===== src/rtl/hyb_coh_pkg.sv =====
package hyb_coh_pkg;
  typedef enum logic [1:0] {
    LN_INV = 2'd0,
    LN_SHR = 2'd1,
    LN_MOD = 2'd2
  } line_st_e;
endpackage


===== src/rtl/hyb_coh_line.sv =====
module hyb_coh_line
  import hyb_coh_pkg::*;
#(
  parameter int K     = 4,
  parameter int CNT_W = $clog2(K + 1)
) (
  input  logic     clk,
  input  logic     rst_n,
  input  logic     loc_acc_i,
  input  logic     snp_upd_i,
  input  logic     snp_rd_i,
  input  logic     grant_i,
  input  logic     shr_i,
  output line_st_e st_o,
  output logic     keep_o
);
  localparam logic [CNT_W-1:0] KV  = CNT_W'(K);
  localparam logic [CNT_W-1:0] ONE = CNT_W'(1);

  line_st_e         st_q, st_d;
  logic [CNT_W-1:0] cnt_q, cnt_d;
  logic             en;

  // grant first, then local access, then snoop
  always_comb begin
    st_d  = st_q;
    cnt_d = cnt_q;
    if (grant_i) begin
      if (st_q == LN_SHR && !shr_i) st_d = LN_MOD;
    end else if (loc_acc_i) begin
      cnt_d = KV;
      if (st_q == LN_INV) st_d = LN_SHR;
    end else if (snp_upd_i) begin
      case (st_q)
        LN_SHR: begin
          if (cnt_q <= ONE) begin
            cnt_d = '0;
            st_d  = LN_INV;
          end else begin
            cnt_d = cnt_q - ONE;
          end
        end
        LN_MOD:  st_d = LN_SHR;
        default: ;
      endcase
    end else if (snp_rd_i) begin
      if (st_q == LN_MOD) st_d = LN_SHR;
    end
  end

  assign en = grant_i | loc_acc_i | snp_upd_i | snp_rd_i;

  always_ff @(posedge clk or negedge rst_n) begin
    if (!rst_n) begin
      st_q  <= LN_INV;
      cnt_q <= '0;
    end else if (en) begin
      st_q  <= st_d;
      cnt_q <= cnt_d;
    end
  end

  assign st_o   = st_q;
  assign keep_o = snp_upd_i && (st_q != LN_INV) &&
                  ((st_q == LN_MOD) || (cnt_q > ONE) || loc_acc_i);

  AST_INV_CNT_ZERO: assert property (@(posedge clk) disable iff (!rst_n)
    (st_q == LN_INV) |-> (cnt_q == '0));
  AST_LOCAL_RELOAD: assert property (@(posedge clk) disable iff (!rst_n)
    (loc_acc_i && !grant_i) |=> (cnt_q == KV));
  AST_UPD_DECREMENT: assert property (@(posedge clk) disable iff (!rst_n)
    (snp_upd_i && !loc_acc_i && !grant_i && st_q == LN_SHR && cnt_q > ONE)
    |=> (cnt_q == $past(cnt_q) - ONE) && (st_q == LN_SHR));
  AST_INV_IGNORES_UPD: assert property (@(posedge clk) disable iff (!rst_n)
    (snp_upd_i && !loc_acc_i && !grant_i && st_q == LN_INV) |=> (st_q == LN_INV));
  AST_LAST_HOLDER_MOD: assert property (@(posedge clk) disable iff (!rst_n)
    (grant_i && st_q == LN_SHR && !shr_i) |=> (st_q == LN_MOD));
endmodule


===== src/rtl/hyb_coh_pend.sv =====
module hyb_coh_pend #(
  parameter int IDX_W = 2
) (
  input  logic             clk,
  input  logic             rst_n,
  input  logic             set_i,
  input  logic [IDX_W-1:0] set_line_i,
  input  logic             grant_i,
  output logic             pend_o,
  output logic [IDX_W-1:0] line_o
);
  logic             pend_q, pend_d;
  logic [IDX_W-1:0] line_q, line_d;

  always_comb begin
    pend_d = pend_q;
    line_d = line_q;
    if (pend_q && grant_i) begin
      pend_d = 1'b0;
    end else if (!pend_q && set_i) begin
      pend_d = 1'b1;
      line_d = set_line_i;
    end
  end

  always_ff @(posedge clk or negedge rst_n) begin
    if (!rst_n) begin
      pend_q <= 1'b0;
      line_q <= '0;
    end else begin
      pend_q <= pend_d;
      line_q <= line_d;
    end
  end

  assign pend_o = pend_q;
  assign line_o = line_q;

  AST_REQ_HELD: assert property (@(posedge clk) disable iff (!rst_n)
    (pend_q && !grant_i) |=> (pend_q && $stable(line_q)));
  AST_REQ_DROPS: assert property (@(posedge clk) disable iff (!rst_n)
    (pend_q && grant_i) |=> !pend_q);
endmodule


===== src/rtl/hyb_coh_ctrl.sv =====
module hyb_coh_ctrl
  import hyb_coh_pkg::*;
#(
  parameter int NUM_LINES = 4,
  parameter int K         = 4,
  parameter int IDX_W     = $clog2(NUM_LINES)
) (
  input  logic                   clk,
  input  logic                   rst_n,
  input  logic                   req_valid,
  input  logic                   req_write,
  input  logic [IDX_W-1:0]       req_line,
  output logic                   req_hit,
  output logic                   req_miss,
  input  logic                   snp_valid,
  input  logic                   snp_is_upd,
  input  logic [IDX_W-1:0]       snp_line,
  output logic                   shr_out,
  input  logic                   shr_in,
  output logic                   upd_req,
  output logic [IDX_W-1:0]       upd_line,
  input  logic                   upd_grant,
  output logic [2*NUM_LINES-1:0] line_state
);
  localparam int CNT_W = $clog2(K + 1);

  line_st_e             st_arr [NUM_LINES];
  logic [NUM_LINES-1:0] keep;
  logic                 pend, acc, set_pend;
  line_st_e             cur_st;

  assign acc      = req_valid && !pend;
  assign cur_st   = st_arr[req_line];
  assign req_hit  = acc && (cur_st != LN_INV);
  assign req_miss = acc && (cur_st == LN_INV);
  assign set_pend = acc && req_write && (cur_st != LN_MOD);

  hyb_coh_pend #(.IDX_W(IDX_W)) i_pend (
    .clk        (clk),
    .rst_n      (rst_n),
    .set_i      (set_pend),
    .set_line_i (req_line),
    .grant_i    (upd_grant),
    .pend_o     (pend),
    .line_o     (upd_line)
  );

  for (genvar g = 0; g < NUM_LINES; g++) begin : g_line
    logic sel_req, sel_snp, sel_gnt;
    assign sel_req = acc && (req_line == IDX_W'(g));
    assign sel_snp = snp_valid && (snp_line == IDX_W'(g));
    assign sel_gnt = pend && upd_grant && (upd_line == IDX_W'(g));

    hyb_coh_line #(.K(K), .CNT_W(CNT_W)) i_line (
      .clk       (clk),
      .rst_n     (rst_n),
      .loc_acc_i (sel_req),
      .snp_upd_i (sel_snp && snp_is_upd),
      .snp_rd_i  (sel_snp && !snp_is_upd),
      .grant_i   (sel_gnt),
      .shr_i     (shr_in),
      .st_o      (st_arr[g]),
      .keep_o    (keep[g])
    );
    assign line_state[2*g +: 2] = st_arr[g];
  end

  assign shr_out = |keep;
  assign upd_req = pend;

  AST_MOD_WRITE_QUIET: assert property (@(posedge clk) disable iff (!rst_n)
    (req_valid && !upd_req && req_write && cur_st == LN_MOD) |=> !upd_req);
  AST_PEND_BLOCKS_REQ: assert property (@(posedge clk) disable iff (!rst_n)
    upd_req |-> (!req_hit && !req_miss));
endmodule


===== config.mk =====
export PLATFORM = sky130hd
export DESIGN_NAME = hyb_coh_ctrl
export DESIGN_NICKNAME = d
export VERILOG_FILES = /design/src/rtl/hyb_coh_pkg.sv /design/src/rtl/hyb_coh_line.sv /design/src/rtl/hyb_coh_pend.sv /design/src/rtl/hyb_coh_ctrl.sv
export SDC_FILE = /design/constraint.sdc
export NUM_CORES = 1
export LEC_CHECK = 0
export ABC_AREA = 1
export BUFFER_PORTS_ARGS = -buffer_cell sky130_fd_sc_hd__buf_2
export CORE_ASPECT_RATIO = 0.9
export CORE_MARGIN = 8
export CORE_UTILIZATION = 40
export CTS_CLUSTER_DIAMETER = 40
export DETAILED_ROUTE_END_ITERATION = 10
export SLEW_MARGIN = 10
export SYNTH_ARGS = -nofsm -noshare
export SYNTH_HDL_FRONTEND = slang
export SYNTH_SLANG_ARGS = --single-unit

===== constraint.sdc =====
create_clock -name clk -period 1.8 [get_ports clk]
set_clock_uncertainty 0.05 [all_clocks]
set_input_delay 0.18 -clock clk [delete_from_list [all_inputs] [get_ports clk]]
set_output_delay 0.18 -clock clk [all_outputs]
set_load 0.05 [all_outputs]

# Word level (Yosys, flattened, before mapping)
# Index checks and enable logic that the tools add are counted.
# W data, S select, Z words.
# word_totals
reg_bits	23
out_inout_bits	14
elab_cells	222
# classes
n_reduce_logical	94
bitwise	18
mux	57
n_addsub	4
eq_ne	30
n_lt_le_gt_ge	9
# op_table
op	count
$mux W2	34
$mux W3	16
$reduce_bool A4 Y1	12
$logic_and A1 B1 Y1	39
$reduce_and A7 Y1	4
$reduce_bool A2 Y1	14
$eq A2 B2 Y1 const B	10
$ne A5 B4 Y1 const B	4
$logic_not A2 Y1	8
$pmux W2 S2	4
$reduce_and A4 Y1	4
$eq A2 B1 Y1 const B	7
$gt A3 B1 Y1 const B	4
$le A3 B1 Y1 const B	4
$ne A3 B3 Y1 const B	4
$or A1 B1 Y1	12
$sub A3 B1 Y3 const B	4
$ne A2 B2 Y1 const B	5
$logic_or A1 B1 Y1	8
$not A1 Y1	5
$bmux W2 S2	1
$reduce_or A4 Y1	1
$ge A3 B3 Y1 const B	1
$logic_not A1 Y1	3
3 further kinds	4

# Longest topological paths before layout
# Gate-level depths: netlist of run 1.
# depth
word_depth	9
ltp_mapped	10

# Hierarchy
# From an unflattened synthesis of run 1, not the netlist that was laid out.
# hier_totals
cells_unflattened	282
hier_area_um2	2039.5
# by_module_without_submodules
module	area_each_um2	n_inst	cells_per_inst
hyb_coh_line (g_line[0].i_line ...)	414.1	3	52
hyb_coh_line (g_line[2].i_line)	375.4	1	49
hyb_coh_ctrl	306.5	1	65
hyb_coh_pend	115.1	1	12

# Worst setup path after synthesis of run 1
# No wires, ideal clock.
# synth_timing
kind	reg-to-output
start	register i_pend.pend_q (netlist: i_pend.pend_o)
end	output req_miss
slack_ns	-1.065
arrival_ns	2.635
t_required_ns	1.570
stages_incl_launch_ff	4
n_path_buf	0
cell_sequence	dfrtp_1 -> nor2_4 -> inv_1 -> nor4_1
# synth_via
elab_chain_cells	3
# synth_rtl
item	line_no	source
start, declared	hyb_coh_pend.sv:12	logic pend_q, pend_d;
start signal, assigned	hyb_coh_pend.sv:31	pend_q <= pend_d;
$logic_not A1 Y1	hyb_coh_ctrl.sv:32	assign acc = req_valid && !pend;
$logic_and A1 B1 Y1	hyb_coh_ctrl.sv:32	
$logic_and A1 B1 Y1	hyb_coh_ctrl.sv:35	assign req_miss = acc && (cur_st == LN_INV);
end, declared	hyb_coh_ctrl.sv:14	output logic req_miss,
# Every way passes these cells.

# Final worst setup path of run 1
# layout_timing
start	register g_line[3].i_line.st_q[0]
end	output shr_out
# layout_via
elab_chain_cells	5
# layout_rtl
item	line_no	source
start, declared	hyb_coh_line.sv:20	line_st_e st_q, st_d;
start signal, assigned	hyb_coh_line.sv:58	st_q <= st_d;
$eq A2 B2 Y1	hyb_coh_line.sv:65	((st_q == LN_MOD) || (cnt_q > ONE) || loc_acc_i);
$logic_or A1 B1 Y1 (2 in a row)	hyb_coh_line.sv:65	
$logic_and A1 B1 Y1 (*)	hyb_coh_line.sv:64	assign keep_o = snp_upd_i && (st_q != LN_INV) &&
$reduce_or A4 Y1 (*)	hyb_coh_ctrl.sv:68	assign shr_out = |keep;
end, declared	hyb_coh_ctrl.sv:18	output logic shr_out,
# Every way passes the cells marked *; elsewhere a longest branch is shown, timed or not.

==> results of run 1 <==
## registers in the layout, summed over array words and instances, names as in the netlist
register             cells
g_line.i_line.cnt_q     12
g_line.i_line.st_o       8
i_pend.line_o            2
i_pend.pend_o            1
## power groups by stage
stage | registers, uW | logic (uW) | clock network (uW)
finish | 960 | 2220 | 338
global route | 997 | 2520 | 376
CTS | 959 | 2180 | 348
detailed placement | 966 | 2100 | 0
global placement | 962 | 2090 | 0
floorplan | 1210 | 1420 | 0
## path summary, 6_finish.rpt
| path | slack [ns] | cells after the start | end | from |
|---|---|---|---|---|
| min in group asynchronous | 0.38 | 2 | g_line[2].i_line.cnt_q[1]$_DFFE_PN0P_ | rst_n |
| max in group asynchronous | 0.92 | 2 | g_line[3].i_line.st_o[1]$_DFFE_PN0P_ | rst_n |
| min reg2reg | 0.45 | 2 | g_line[2].i_line.cnt_q[1]$_DFFE_PN0P_ | g_line[2].i_line.cnt_q[1]$_DFFE_PN0P_ |
| max | 0.03 | 7 | shr_out | g_line[3].i_line.st_o[0]$_DFFE_PN0P_ |
| max reg2reg | 0.21 | 10 | g_line[2].i_line.st_o[0]$_DFFE_PN0P_ | i_pend.pend_o$_DFFE_PN0P_ |
| min | 0.19 | 4 | i_pend.pend_o$_DFFE_PN0P_ | upd_grant |
## per-stage QoR
stage	setup WS, ns	power [uW]	instance area, um^2
2_1_floorplan	-0.0925	2630	2180
3_3_place_gp	0.143	3050	2400
3_5_place_dp	0.108	3070	2400
4_1_cts	0.0105	3490	2510
5_1_grt	-0.0598	3890	2550
6_report	0.0293	3520	2550
## layout by cell type, fill, tap and decap left out, types with 2 or more instances in the layout
cell      synthesis  layout
nor2_4            5       5
xnor2_1           4       4
o21ai_0           7       7
nand4_1           5       5
buf_2             1      22
nand3b_1          4       4
a31oi_1           5       4
nor2_2            6       7
o21ai_1          11      11
a21oi_1           4       4
dfrtp_2           0       8
a22oi_2           0       2
clkbuf_8          0       3
buf_6             0       2
a21oi_4           3       3
nand2_1          75      70
nand3_2           4       5
inv_2             4       8
nand2_4           5       5
dfrtp_1          23      15
buf_4             0       7
clkinv_1          3       3
nor2_1           21      20
nand2_2           9      14
inv_1            44      40
ha_1             20      20
nand3_1          34      33
## cell type report
class / instances / area (um^2)
Fill cell: 537 / 2650
Sequential cell: 23 / 586
Timing Repair Buffer: 33 / 215
Multi-Input combinational cell: 227 / 1420
Clock buffer: 4 / 45.0
Tap cell: 67 / 83.8
Inverter: 52 / 200
## worst register-to-register path: cells and delay by family, from the launching register on
kind / cells / cell delay [ns]
and+or+nand+nor: 8 / 0.77
DFF: 1 / 0.45
buffers and inverters: 2 / 0.22
## kinds of logic (layout without fill, tap and decap cells)
kind of cell	count (synthesis)	count (layout)	share of synthesized area (%)
adders and majority gates	20	20	11.7
and+or+nand+nor	169	169	39.6
xor gates and xnor gates	4	4	1.64
DFF	23	23	27.0
AOI/OAI and AO/OA	34	34	10.3
buffers and inverters	53	89	9.63
## per-layer routing
metal	GRT usage (%)	up-vias	share of wire (%)
met5	0	-	0
met4	3.07	0	0.87
met3	2.65	2	5.4
met2	21.1	37	45
met1	17.5	888	48
li1	-	1039	-
## repair_timing
item,in CTS,in global routing
hold buffers,1,0
endpoints found under the hold margin,23,0
setup endpoints to repair,3,3
setup buffers,4,1
pin swaps,3,2
gates resized for setup,6,11
==> flow_metrics.env, run 1 <==
export IMPL_status="completed"
export IMPL_switchingPower_uw=1850
export IMPL_wirelength_um=4920
export IMPL_cts_tree="done"
export IMPL_htreeDepth=1
export IMPL_place_port_buffers=25
export IMPL_synth_nets=335
export IMPL_insertion_delay_ns=0.27
export IMPL_antenna_found_initial=0
export IMPL_ir_drop_v=0.000679
export IMPL_rows=25
export IMPL_grt_pass1_wl_um=8600
export IMPL_synth_warnings=0
export IMPL_yosysMostFrequentCell="nand2_1"
export IMPL_vias_per_cell=4.84
export IMPL_drt_iter0_markers=60
export IMPL_yosys_area_top_type="dfrtp_1"
export IMPL_hold_viol_final=0
export IMPL_diodes=0
export IMPL_drv_slew=0
export IMPL_cp_num_buf_inv=3
export IMPL_antenna_left=0
export IMPL_dieArea_um2=7920
export IMPL_clk_pin_slew_ns=0.09
export IMPL_crit_chain="inv_1, ha_1, inv_1, nand3_1, nand3_2, nand4_1, buf_6"
export IMPL_cp_common_cell="inv_1"
export IMPL_synth_area_per_cell_um2=7.03
export IMPL_drc=0
export IMPL_core_um2=5190
export IMPL_synth_seq_cells=23
export IMPL_cp_arrival_ns=1.54
export IMPL_finalCriticalPeriod_ns=1.77
export IMPL_synth_edf_count=0
export IMPL_dp_hpwl_um=3930
export IMPL_grtUsageTotal_pct=13.2
export IMPL_p_int_uw=1670
export IMPL_netlist_cell_type_count=27
export IMPL_ios=26
export IMPL_setup_viol=0
export IMPL_total_leakage_power_uw=0.00136
export IMPL_synthToLayoutAreaGrowth_pct=19.5
export IMPL_initial_core_util_pct=41.0
export IMPL_drive_gt1_share_pct=28.6
export IMPL_p_sw_share_pct=52.6
export IMPL_globalplace_congestion=0.853
export IMPL_maxSlewHeadroom_pct=63.1
export IMPL_detail_route_wl_per_cell_um=12.1
export IMPL_combPwrFrac_pct=63.1
export IMPL_min_period_over_period_pct=98.4
export IMPL_synthTopCellsByArea="dfrtp_1 (27%), nand2_1 (13%), ha_1 (12%)"
export IMPL_worst_pin_slew_ns=0.553
export IMPL_vias=1966
export IMPL_grt_max_degree=24
export IMPL_grt_overflow=0
export IMPL_cts_sinks=23
export IMPL_nNetsFinal=372
export IMPL_cts_root_buf="clkbuf_8"
export IMPL_final_instance_count_excl_fill=406
export IMPL_ys_flop_type="dfrtp_1"
export IMPL_powerDensity_nw_per_um2=1380
export IMPL_synth_cells=303
export IMPL_p_clk_share_pct=9.6
export IMPL_seqPwrFrac_pct=27.3
export IMPL_post_route_util_pct=49.0
export IMPL_chipHeight_um=85.2
export IMPL_synth_async_reset_ratio_pct=100
export IMPL_dpl_cell_count=396
export IMPL_cp_start_kind="flop"
export IMPL_synth_common_cells="nand2_1 (75), inv_1 (44), nand3_1 (34), dfrtp_1 (23), nor2_1 (21)"
export IMPL_path_max_fanout=4
export IMPL_max_freq_mhz=565
export IMPL_yosysSeqAreaShare_pct=27.0
export IMPL_worstHoldPathType="in2reg"
export IMPL_die_w_um=92.9
export IMPL_rsz0062_at_grt="true"
export IMPL_grt_pass1_vias=1893
export IMPL_drv_cap=0
export IMPL_cp_slowest_cell="dfrtp_2"
export IMPL_cts_buffer_depth=2
export IMPL_worstPathRequired_ns=1.57
export IMPL_crit_path_end_kind="output pin"
export IMPL_cts_made_buffers=3
export IMPL_hold_worst_slack_ns=0.190
export IMPL_syn_area_um2=2130
export IMPL_cp_top_family="flip-flops"
export IMPL_path_class="reg2out"
export IMPL_first_pass_iters=5
export IMPL_finalSetupTns_ns=0
export IMPL_max_stage_delay_ns=0.40
export IMPL_synth_top_area_share_pct=27.0
(Power assumes the default switching activity.)
==> run 2: changes to the inputs <==
==> constraint.sdc (replaced) <==
create_clock -name clk -period 1.8 [get_ports clk]
set_clock_uncertainty 0.05 [all_clocks]
set_input_delay 0.27 -clock clk [delete_from_list [all_inputs] [get_ports clk]]
set_output_delay 0.27 -clock clk [all_outputs]
set_load 0.05 [all_outputs]
==> run 2 against run 1 <==
The run now ends with negative setup slack left. Sequential power barely moved. Fmax fell by 2.5%. Wire length rose by 8.2%. Cell count rose by 6.2%. Register-to-register slack barely moved. Clock-buffer cell count did not move. Clock power fell by 3%. Design area rose by 9.7%. Combinational power rose by 19%.
==> flow_metrics.env, run 2 (synthesis gave the netlist of run 1 again) <==
export IMPL_status="finished with violations"
export IMPL_violations="negative setup slack"
export IMPL_path_class="reg2out"
export IMPL_max_freq_mhz=551
export IMPL_cts_tree="done"
export IMPL_vias=2063
export IMPL_vias_per_cell=4.79
export IMPL_grt_pass1_vias=1987
export IMPL_post_place_ws_ns=0.0340
export IMPL_nNetsFinal=397
export IMPL_final_cell_mix="nand2_1 (69), inv_1 (33), buf_4 (31)"
export IMPL_startpoint="g_line[0].i_line.cnt_q[1]$_DFFE_PN0P_"
export IMPL_cp_start_kind="flop"
export IMPL_globalplace_congestion=0.795
export IMPL_antenna_found_initial=0
export IMPL_max_stage_delay_ns=0.39
export IMPL_clk_pin_slew_ns=0.08
export IMPL_initial_core_util_pct=41.0
export IMPL_drc=0
export IMPL_diodes=0
export IMPL_detail_route_wl_per_cell_um=12.4
export IMPL_final_common_cell="nand2_1"
export IMPL_grt_overflow=0
export IMPL_cts_made_buffers=3
export IMPL_grt_max_degree=24
export IMPL_worst_slack_ns=-0.0153
export IMPL_htreeDepth=1
export IMPL_worstPathRequired_ns=1.48
export IMPL_rows=25
export IMPL_setup_viol=1
export IMPL_p_clk_share_pct=8.4
export IMPL_seqPwrFrac_pct=24.4
export IMPL_p_int_uw=1940
export IMPL_place_port_buffers=25
export IMPL_wirelength_um=5320
export IMPL_finalCriticalPeriod_ns=1.82
export IMPL_cp_num_buf_inv=2
export IMPL_multi_input_area_um2=1470
export IMPL_regMostFlops="g_line.i_line.cnt_q"
export IMPL_drt_iter0_markers=139
export IMPL_crit_chain="inv_2, ha_1, nand2_1, nand2_2, nand3_2, nand3_2, nand4_1, buf_6"
export IMPL_rsz0062_at_grt="true"
export IMPL_largest_reg_flops=12
export IMPL_antenna_left=0
export IMPL_worst_pin_slew_ns=0.541
export IMPL_cp_common_cell="nand3_2"
export IMPL_maxSlewHeadroom_pct=63.9
export IMPL_synthToLayoutAreaGrowth_pct=31.1
export IMPL_powerDensity_nw_per_um2=1400
export IMPL_nFillCells=548
export IMPL_first_pass_iters=4
export IMPL_grt_pass1_wl_um=8850
export IMPL_die_w_um=92.9
export IMPL_dieArea_um2=7920
export IMPL_totalPowerFinal_uw=3920
export IMPL_ir_drop_v=0.000800
export IMPL_regArea_um2=587
export IMPL_drv_cap=0
export IMPL_total_leakage_power_uw=0.00150
export IMPL_hold_path_depth=3
export IMPL_cts_root_buf="clkbuf_8"
export IMPL_dpl_cell_count=407
export IMPL_ios=26
export IMPL_dp_hpwl_um=4010
export IMPL_critPathCapture="shr_out"
export IMPL_cp_top_family="simple AND/OR/NAND/NOR gates"
export IMPL_core_um2=5190
export IMPL_insertion_delay_ns=0.26
export IMPL_reg2reg_to="g_line[2].i_line.st_o[0]$_DFFE_PN0P_"
export IMPL_min_period_over_period_pct=101
export IMPL_cp_arrival_ns=1.50
export IMPL_chipHeight_um=85.2
export IMPL_hold_viol_final=0
export IMPL_cp_num_cells=8
export IMPL_grtUsageTotal_pct=13.4
export IMPL_r2r_setup_slack_ns=0.22
export IMPL_final_instance_count_excl_fill=431
export IMPL_p_sw_share_pct=50.5
export IMPL_drv_slew=0
export IMPL_crit_path_end_kind="output pin"
export IMPL_cts_buffer_depth=2
export IMPL_path_max_fanout=3
export IMPL_cts_sinks=23
export IMPL_cp_slowest_cell="dfrtp_1"
export IMPL_reg2reg_depth=10
export IMPL_combPwrFrac_pct=67.2
export IMPL_drive_gt1_share_pct=37.9
export IMPL_worstHoldPathType="in2reg"
export IMPL_worstReg2RegStart="i_pend.pend_o$_DFFE_PN0P_"
export IMPL_switchingPower_uw=1980
[run 2: cell types whose count changed in the layout (fill, tap and decap cells not counted), moves of 2 or more]
cell / change
nand3_2: +7
ha_4: +2
inv_1: -7
buf_4: +24
nand3_1: -7
ha_1: -2
inv_2: +7
[run 2: layer usage]
metal / wire length, um / up-vias / track usage (%)
met5: 0 / - / 0
met4: 59 / 0 / 4.82
met3: 146 / 4 / 1.59
met2: 2360 / 29 / 20.5
met1: 2760 / 937 / 18.8
li1: - / 1093 / -
[run 2: power groups by stage]
stage | clock network [uW] | registers (uW) | logic (uW)
after global placement | 0 | 968 | 2190
after global routing | 375 | 990 | 2920
after CTS | 353 | 944 | 2490
after floorplan | 0 | 1220 | 1440
final | 328 | 959 | 2640
after detailed placement | 0 | 973 | 2210
[run 2: worst min-delay path by stage]
stage	from	endpoint	slack (ns)
finish	req_line[1]	i_pend.line_o[1]$_DFFE_PN0P_	0.25
global route	req_line[1]	i_pend.line_o[1]$_DFFE_PN0P_	0.25
CTS	req_line[1]	i_pend.line_o[1]$_DFFE_PN0P_	0.24
detailed placement	rst_n	g_line[2].i_line.cnt_q[0]$_DFFE_PN0P_	0.25
global placement	rst_n	g_line[2].i_line.cnt_q[0]$_DFFE_PN0P_	0.24
floorplan	rst_n	g_line[0].i_line.cnt_q[0]$_DFFE_PN0P_	-0.08
[run 2: worst min-delay path, stage by stage]
cell,delay [ns]
buf_2,0.13
nand3_1,0.08
nand2_1,0.05
[run 2: per-stage QoR]
stage | TNS (ns) | utilization (%) | area (um^2) | hold slack, ns
5_1_grt | -0.193 | 53.8 | 2790 | 0.253
4_1_cts | -0.0837 | 52.0 | 2700 | 0.243
3_3_place_gp | 0 | 48.1 | 2500 | 0.238
6_report | -0.0153 | 53.8 | 2790 | 0.248
2_1_floorplan | -0.0905 | - | 2190 | -0.0756
3_5_place_dp | 0 | 48.1 | 2500 | 0.250
[run 2: what timing repair did]
action,in CTS,in global routing
resized for setup,18,9
pin swaps,4,9
setup endpoints to repair,3,3
hold buffers,1,0
endpoints found under the hold margin,23,0
setup buffers,12,7
[run 2: cell type report]
type / instances / area share (%)
Inverter: 52 / 7.17
Clock buffer: 4 / 1.61
Tap cell: 67 / 3.00
Multi-Input combinational cell: 227 / 52.6
Timing Repair Buffer: 58 / 14.6
Sequential cell: 23 / 21.0
==> run 3: changes to the inputs <==
Settings changed: CORE_UTILIZATION 40 to 32, SYNTH_HIERARCHICAL from default to 1.
==> run 3 against run 2 <==
The flow still finishes with violations (negative setup slack). Cell count grew 2.1%. Combinational power shrank 27%. Core utilization fell by 9.6 points. Flip-flop and latch count stayed put. Wire length is 8.8% lower. First-iteration DRC count down 58%. Die area is 16% higher. Design area fell by 2.7%. Critical endpoint unchanged.
==> flow_metrics.env, run 3 <==
export IMPL_synth_edf_count=0
export IMPL_grt_pass1_vias=1931
export IMPL_drc=0
export IMPL_use_met3_pct=2.19
export IMPL_max_freq_mhz=506
export IMPL_path_max_fanout=5
export IMPL_max_stage_delay_ns=0.41
export IMPL_holdPathEnd="i_pend/pend_o$_DFFE_PN0P_"
export IMPL_worstHoldPathType="in2reg"
export IMPL_yosysSeqAreaShare_pct=28.2
export IMPL_clk_pin_slew_ns=0.08
export IMPL_yosysMostFrequentCell="nand2_1"
export IMPL_antenna_left=0
export IMPL_synth_top_area_share_pct=28.2
export IMPL_top_usage_layer="met2"
export IMPL_crit_path_end_kind="output pin"
export IMPL_regMostFlops="g_line.i_line/cnt_q"
export IMPL_cts_made_buffers=3
export IMPL_finalCriticalPeriod_ns=1.98
export IMPL_vias_per_cell=4.45
export IMPL_htreeDepth=1
export IMPL_diodes=0
export IMPL_path_class="reg2out"
export IMPL_rows=27
export IMPL_vias=1959
export IMPL_cts_sinks=23
export IMPL_insertion_delay_ns=0.26
export IMPL_dieArea_um2=9190
export IMPL_drive_gt1_share_pct=37.1
export IMPL_worst_pin_slew_ns=0.541
export IMPL_violations="negative setup slack"
export IMPL_cts_tree="done"
export IMPL_powerDensity_nw_per_um2=1140
export IMPL_reg2reg_to="g_line[3].i_line/st_o[1]$_DFFE_PN0P_"
export IMPL_grt_pass1_wl_um=8750
export IMPL_drv_slew=0
export IMPL_place_port_buffers=25
export IMPL_synthTopCellsByArea="dfrtp_1 (28%), nand2_1 (15%), ha_1 (12%)"
export IMPL_cp_arrival_ns=1.66
export IMPL_final_cell_mix="nand2_1 (82), buf_4 (42), inv_1 (34)"
export IMPL_synth_area_per_cell_um2=7.23
export IMPL_crit_chain="nor2_2, inv_2, nor3_4, nor2_2, a211oi_2, nor2_1, nand2_2, buf_8"
export IMPL_cp_slowest_cell="dfrtp_1"
export IMPL_grtUsageTotal_pct=11.3
export IMPL_grt_overflow=0
export IMPL_synthToLayoutAreaGrowth_pct=33.3
export IMPL_yosys_area_top_type="dfrtp_1"
export IMPL_hold_path_depth=2
export IMPL_detail_route_wl_per_cell_um=11.0
export IMPL_cts_buffer_depth=2
export IMPL_cts_root_buf="clkbuf_8"
export IMPL_post_place_ws_ns=-0.148
export IMPL_worstHoldStart="upd_grant"
export IMPL_synth_cells=282
export IMPL_ys_flop_type="dfrtp_1"
export IMPL_globalplace_congestion=0.818
export IMPL_chipHeight_um=91.7
export IMPL_dp_hpwl_um=3940
export IMPL_largest_reg_flops=12
export IMPL_final_instance_count_excl_fill=440
export IMPL_status="finished with violations"
export IMPL_grt_max_degree=24
export IMPL_cp_common_cell="nor2_2"
export IMPL_synth_warnings=6
export IMPL_worst_slack_ns=-0.177
export IMPL_core_um2=6150
export IMPL_rsz0062_at_grt="true"
export IMPL_dpl_cell_count=431
export IMPL_syn_area_um2=2040
export IMPL_netlist_cell_type_count=26
export IMPL_nNetsFinal=385
export IMPL_die_w_um=100
export IMPL_r2r_setup_slack_ns=0.19
export IMPL_initial_core_util_pct=33.2
export IMPL_grt_util_met2_pct=19.5
export IMPL_ir_drop_v=0.000700
export IMPL_cp_top_family="simple AND/OR/NAND/NOR gates"
export IMPL_worstPathRequired_ns=1.48
export IMPL_grtUsageMet1_pct=14.5
export IMPL_min_period_over_period_pct=110
export IMPL_cp_start_kind="flop"
export IMPL_drv_cap=0
export IMPL_worstReg2RegStart="i_pend/pend_o$_DFFE_PN0P_"
export IMPL_wirelength_um=4850
export IMPL_synth_nets=313
export IMPL_hold_viol_final=0
export IMPL_antenna_found_initial=0
export IMPL_synth_async_reset_ratio_pct=100
export IMPL_maxSlewHeadroom_pct=63.9
export IMPL_setup_viol=1
export IMPL_cp_num_buf_inv=2
export IMPL_synth_common_cells="nand2_1 (84), inv_1 (36), dfrtp_1 (23), ha_1 (19), nor2_1 (15)"
export IMPL_first_pass_iters=6
export IMPL_drt_iter0_markers=58
export IMPL_final_common_cell="nand2_1"
export IMPL_total_leakage_power_uw=0.00138
export IMPL_ios=26
export IMPL_reg2reg_depth=12
export IMPL_synth_seq_cells=23
run 3: cell types whose count changed after synthesis, sizes merged, moves of 5 or more:
cell and delta:
o21ai -13, nand3 -12, nor2 -10, nor3 +10
a21oi +5, a31oi -5
run 3: kinds of logic (layout without fill, tap and decap cells):
group                    Yosys count  in the layout  synth area share, %
multiplexers                       4              4                 1.96
AO/OA/AOI/OAI                     26             26                 8.04
AND/OR/NAND/NOR                  160            160                 39.9
buffers and inverters             50            121                 10.2
adder cells (fa/ha/maj)           19             19                 11.7
flip-flops                        23             23                 28.2
run 3: worst register-to-register path, stage by stage, from the launching register on:
cell and delay, ns:
dfrtp_1 0.41, nor2_2 0.13, inv_2 0.10, nor3_4 0.16
buf_4 0.13, buf_4 0.09, inv_2 0.04, nand2_2 0.08
inv_1 0.05, nand2_1 0.09, nand3_2 0.08, nand2_1 0.06
nand2_1 0.05
run 3: final cells by class:
| cell class | instances | area [um^2] |
|---|---|---|
| Tap cell | 87 | 109 |
| Sequential cell | 23 | 577 |
| Multi-Input combinational cell | 209 | 1320 |
| Fill cell | 638 | 3430 |
| Inverter | 48 | 185 |
| Timing Repair Buffer | 69 | 484 |
| Clock buffer | 4 | 45.0 |
run 3: worst max path at each step:
stage / start / end / slack (ns) / cells after the start
detailed placement: i_pend/pend_o$_DFFE_PN0P_ / shr_out / -0.15 / 8
global route: i_pend/pend_o$_DFFE_PN0P_ / shr_out / -0.30 / 8
CTS: i_pend/pend_o$_DFFE_PN0P_ / shr_out / -0.16 / 8
finish: i_pend/pend_o$_DFFE_PN0P_ / shr_out / -0.18 / 8
global placement: i_pend/pend_o$_DFFE_PN0P_ / shr_out / -0.09 / 8
floorplan: i_pend/pend_o$_DFFE_PN0P_ / shr_out / -0.22 / 7
run 3: repair_timing:
action                                  4_1_cts  5_1_grt
setup buffers                                 3        1
hold buffers                                  1        0
resized for setup                            16        7
pin swaps                                     4        2
endpoints found under the setup margin        2        7
endpoints found under the hold margin        23        0
run 3: stage by stage:
step | total power (uW) | instance area [um^2] | hold slack [ns] | util (%) | setup TNS, ns
floorplan | 2150 | 2060 | -0.0756 | - | -0.465
global placement | 2680 | 2560 | 0.239 | 41.6 | -0.0935
detailed placement | 2710 | 2560 | 0.241 | 41.6 | -0.148
CTS | 3120 | 2700 | 0.177 | 43.9 | -0.165
global route | 3390 | 2720 | 0.201 | 44.2 | -0.402
finish | 3100 | 2720 | 0.181 | 44.2 | -0.177
run 3: report_power, final:
group	internal, uW	switching, uW	total [uW]
sequential	706	139	845
combinational	696	1230	1930
clock	158	169	327
total	1560	1540	3100
run 3: per-layer routing:
| layer | up-vias | wire length [um] |
|---|---|---|
| met2 | 23 | 2310 |
| met5 | - | 0 |
| met4 | 0 | 27 |
| met3 | 4 | 159 |
| li1 | 1049 | - |
| met1 | 883 | 2360 |
